$ cat config.mk
export PLATFORM = sky130hd
export DESIGN_NAME = irq_vector_arbiter
export DESIGN_NICKNAME = d
export VERILOG_FILES = /design/src/rtl/irq_vector_arbiter.sv
export SDC_FILE = /design/constraint.sdc
export NUM_CORES = 1
export LEC_CHECK = 0
export BUFFER_PORTS_ARGS = -buffer_cell sky130_fd_sc_hd__clkbuf_2
export CAP_MARGIN = 15
export CORE_MARGIN = 2
export CORE_UTILIZATION = 42
export DETAILED_ROUTE_END_ITERATION = 10
export GPL_ROUTABILITY_DRIVEN = 0
export PLACE_DENSITY = 0.84
export SETUP_SLACK_MARGIN = 0.05
export SYNTH_ARGS = -nofsm -noshare
export SYNTH_HDL_FRONTEND = slang
export SYNTH_SLANG_ARGS = --single-unit
$ cat constraint.sdc
create_clock -name clk -period 4.4 [get_ports clk]
set_input_delay 1.32 -clock clk [delete_from_list [all_inputs] [get_ports clk]]
set_output_delay 1.32 -clock clk [all_outputs]
set_load 0.02 [all_outputs]
$ cat src/rtl/irq_vector_arbiter.sv
module irq_vector_arbiter #(
  parameter int                      N_SLOT     = 16,
  parameter int                      ADDR_W     = 16,
  parameter logic [ADDR_W-1:0]       VEC_BASE   = 16'hFFE0,
  parameter logic [2*N_SLOT-1:0]     CLASS_MAP  = 32'hA400_0000,
  parameter logic [N_SLOT-1:0]       SHARED_MAP = 16'h4004,
  localparam int                     SEL_W      = $clog2(N_SLOT)
) (
  input  logic              clk,
  input  logic              rst_n,
  input  logic [N_SLOT-1:0] flag_i,
  input  logic [N_SLOT-1:0] ie_i,
  input  logic              gie_i,
  input  logic              take_i,
  output logic              irq_o,
  output logic [SEL_W-1:0]  sel_o,
  output logic [ADDR_W-1:0] vector_o,
  output logic [N_SLOT-1:0] clr_o
);

  localparam int TOP = N_SLOT - 1;

  logic [N_SLOT-1:0] elig;
  logic [SEL_W-1:0]  win;
  logic              hit;
  logic [N_SLOT-1:0] clr_q;

  for (genvar i = 0; i < N_SLOT; i++) begin : g_slot
    localparam logic [1:0] CLS = CLASS_MAP[2*i +: 2];
    if (i == TOP) begin : g_rst
      assign elig[i] = flag_i[i];
    end else if (CLS[1]) begin : g_nmi
      assign elig[i] = flag_i[i];
    end else if (CLS[0]) begin : g_part
      assign elig[i] = flag_i[i] & ie_i[i];
    end else begin : g_mask
      assign elig[i] = flag_i[i] & ie_i[i] & gie_i;
    end
  end

  always_comb begin
    win = '0;
    hit = 1'b0;
    for (int i = 0; i < N_SLOT; i++) begin
      if (elig[i]) begin
        win = SEL_W'(i);
        hit = 1'b1;
      end
    end
  end

  assign irq_o    = hit;
  assign sel_o    = win;
  assign vector_o = hit ? VEC_BASE + (ADDR_W'(win) << 1) : '0;

  always_ff @(posedge clk or negedge rst_n) begin
    if (!rst_n)
      clr_q <= '0;
    else if (take_i && hit && !SHARED_MAP[win] && (int'(win) != TOP))
      clr_q <= N_SLOT'(1) << win;
    else
      clr_q <= '0;
  end

  assign clr_o = clr_q;

endmodule

==> impl_metrics.json <==
{
  "status": "complete, no violations",
  "design_area_sq_um": 1295,
  "n_fill_cell": 217,
  "p_switching_uw": 96.71,
  "period_minus_slack_ns": 3.981,
  "area_growth_pct": 33.03,
  "syn_area_per_cell_sq_um": 10.14,
  "synth_top_cell_area_share_pct": 41.13,
  "fin_cells": 186,
  "hold_buffers": 0,
  "rsz0062_at_grt": "false",
  "p_leak_nw": 0.6891,
  "clk_path_buf_depth": 2,
  "finalMaxSlewViolations": 0,
  "drt_wl_total_mm": 2.036,
  "grt_first_pass_wirelength_mm": 3.270,
  "fin_nets": 195,
  "rows": 17,
  "synth_edf_count": 0,
  "ys_seq_area_share_pct": 41.13,
  "cts_root_buf": "clkbuf_4",
  "yosys.area.top_type": "dfrtp_1",
  "cp_data_arrival_time_ns": 2.66,
  "p_per_area_nw_per_um2": 255.0,
  "drive_gt1_share_pct": 53.80,
  "preCtsSetupSlack_ns": 0.4050,
  "drc_errors": 0,
  "holdWs_ns": 0.9347,
  "ant_nets": 0,
  "worstSetupEndpointType": "output pin",
  "setup_viol": 0,
  "period_share_pct": 90.48,
  "yosysUniqueCellTypes": 35,
  "ys_ff_latch": 16,
  "synth_area_sq_um": 973.4,
  "antenna_found_initial": 0,
  "intPower_uw": 233.5,
  "synth_most_common_cell": "dfrtp_1",
  "critical_path.startpoint_type": "primary input",
  "vias_per_cell": 4.774,
  "fmax_mhz": 251.2,
  "wl_per_cell_um": 10.95,
  "start_util_pct": 44.00,
  "die_area_sq_um": 2719,
  "path_max_fanout": 12,
  "drt_iter0_markers": 12,
  "cts_resized": 0,
  "ys_warn_count": 0,
  "cts_setup_buffers": 0,
  "dp.cells": 182,
  "hold_viol_final": 0,
  "pwr-share-comb_pct": 27.3,
  "antenna_cells": 0,
  "final.setup.worst_slack_ns": 0.4187,
  "grt_pass1_vias": 810,
  "power_uw": 330.2,
  "cts_inserted_buffers": 3,
  "die_w_um": 52.14,
  "p_sw_share_pct": 29.29,
  "synth_async_sr_flop_share_pct": 100.0,
  "cts_tree": "yes",
  "drv_cap": 0,
  "pwr-share-clk_pct": 27.3,
  "hp-class": "primary input to async pin",
  "ios": 73,
  "cts.sinks": 16,
  "dr.pass1.iters": 4,
  "core_area_sq_um": 2212,
  "port_buffers": 69,
  "ir_worst_vdd_uv": 139.0,
  "cp.required_ns": 3.08,
  "die_h_um": 52.14,
  "track_usage_pct": 15.99,
  "final_core_util_pct": 58.54,
  "placed_area_sq_um": 1259,
  "hpwl_mm": 1.776,
  "p_seq_share_pct": 45.4,
  "grt.overflow.total": 0,
  "htreeDepth": 1,
  "grt_start_max_net_pins": 17,
  "netlist_top_cells_area": "dfrtp_1 41%, buf_4 9.3%, nand2_1 4.6%, nor3_2 3.1%, o21bai_1 3.1%",
  "yosys-top-cells-count": "16 x dfrtp_1, 12 x buf_4, 12 x nand2_1",
  "syn_inst": 96,
  "largest_reg_flops": 16,
  "cts.clk_slew.worst_paths_ns": 0.08,
  "crit_type": "primary input to output pin",
  "synth_flop_cell": "dfrtp_1",
  "via_count": 888,
  "tns_ns": 0
}
logic make-up after synthesis:
| group | Yosys count | share of synthesized area [%] |
|---|---|---|
| buf+inv | 16 | 11.70 |
| flops | 16 | 41.13 |
| simple gates | 45 | 27.51 |
| other cells | 1 | 0.3852 |
| compound gates | 18 | 19.28 |
cell usage in the layout, fill, tap and decap left out, types with 2 or more instances in the layout:
cell type,n
and3_1,2
a22oi_1,2
nand3_1,3
nor3b_1,2
nand2b_1,3
inv_1,2
o21bai_1,4
clkbuf_2,69
dfrtp_1,16
a22o_1,3
nor3_2,3
nor3_1,5
conb_1,4
nor2_1,4
nand2_1,12
clkbuf_4,3
nand4_1,3
worst max-delay path, stage by stage:
cell and delay [ns]:
clkbuf_2 0.17, a32oi_4 0.27, nand2_1 0.13, nor2_1 0.20, nand3_1 0.30, clkbuf_2 0.26
area by class of cell:
type	instances	area, sq um	area share [%]
clock buffers	4	36.28	2.802
inverters	2	7.507	0.5797
multi-input cells	67	470.5	36.33
flip-flops and latches	16	400.4	30.92
well taps	28	35.03	2.705
repair buffers	69	345.3	26.67
routing by layer:
layer | share of wire (%) | vias up | track usage (%)
li1 | - | 457 | -
met1 | 40 | 380 | 18.81
met2 | 49 | 49 | 28.69
met3 | 9.8 | 2 | 2.586
met4 | 0.88 | 0 | 6.410
met5 | 0 | - | 0
power groups by stage:
stage | sequential (mW) | clock [mW] | combinational (mW)
finish | 0.150 | 0.0901 | 0.0902
global route | 0.150 | 0.102 | 0.0989
CTS | 0.150 | 0.0938 | 0.0909
detailed placement | 0.153 | 0 | 0.0905
global placement | 0.153 | 0 | 0.0884
floorplan | 0.156 | 0 | 0.0561
how the worst max path moves through the flow:
| stage | to | slack (ns) | from |
|---|---|---|---|
| finish | irq_o | 0.42 | gie_i |
| floorplan | vector_o[10] | 0.47 | gie_i |
| global route | vector_o[8] | 0.23 | gie_i |
| detailed placement | vector_o[13] | 0.40 | gie_i |
| CTS | vector_o[13] | 0.40 | gie_i |
| global placement | irq_o | 0.44 | gie_i |
No activity file was read; power rests on OpenSTA's default activity.
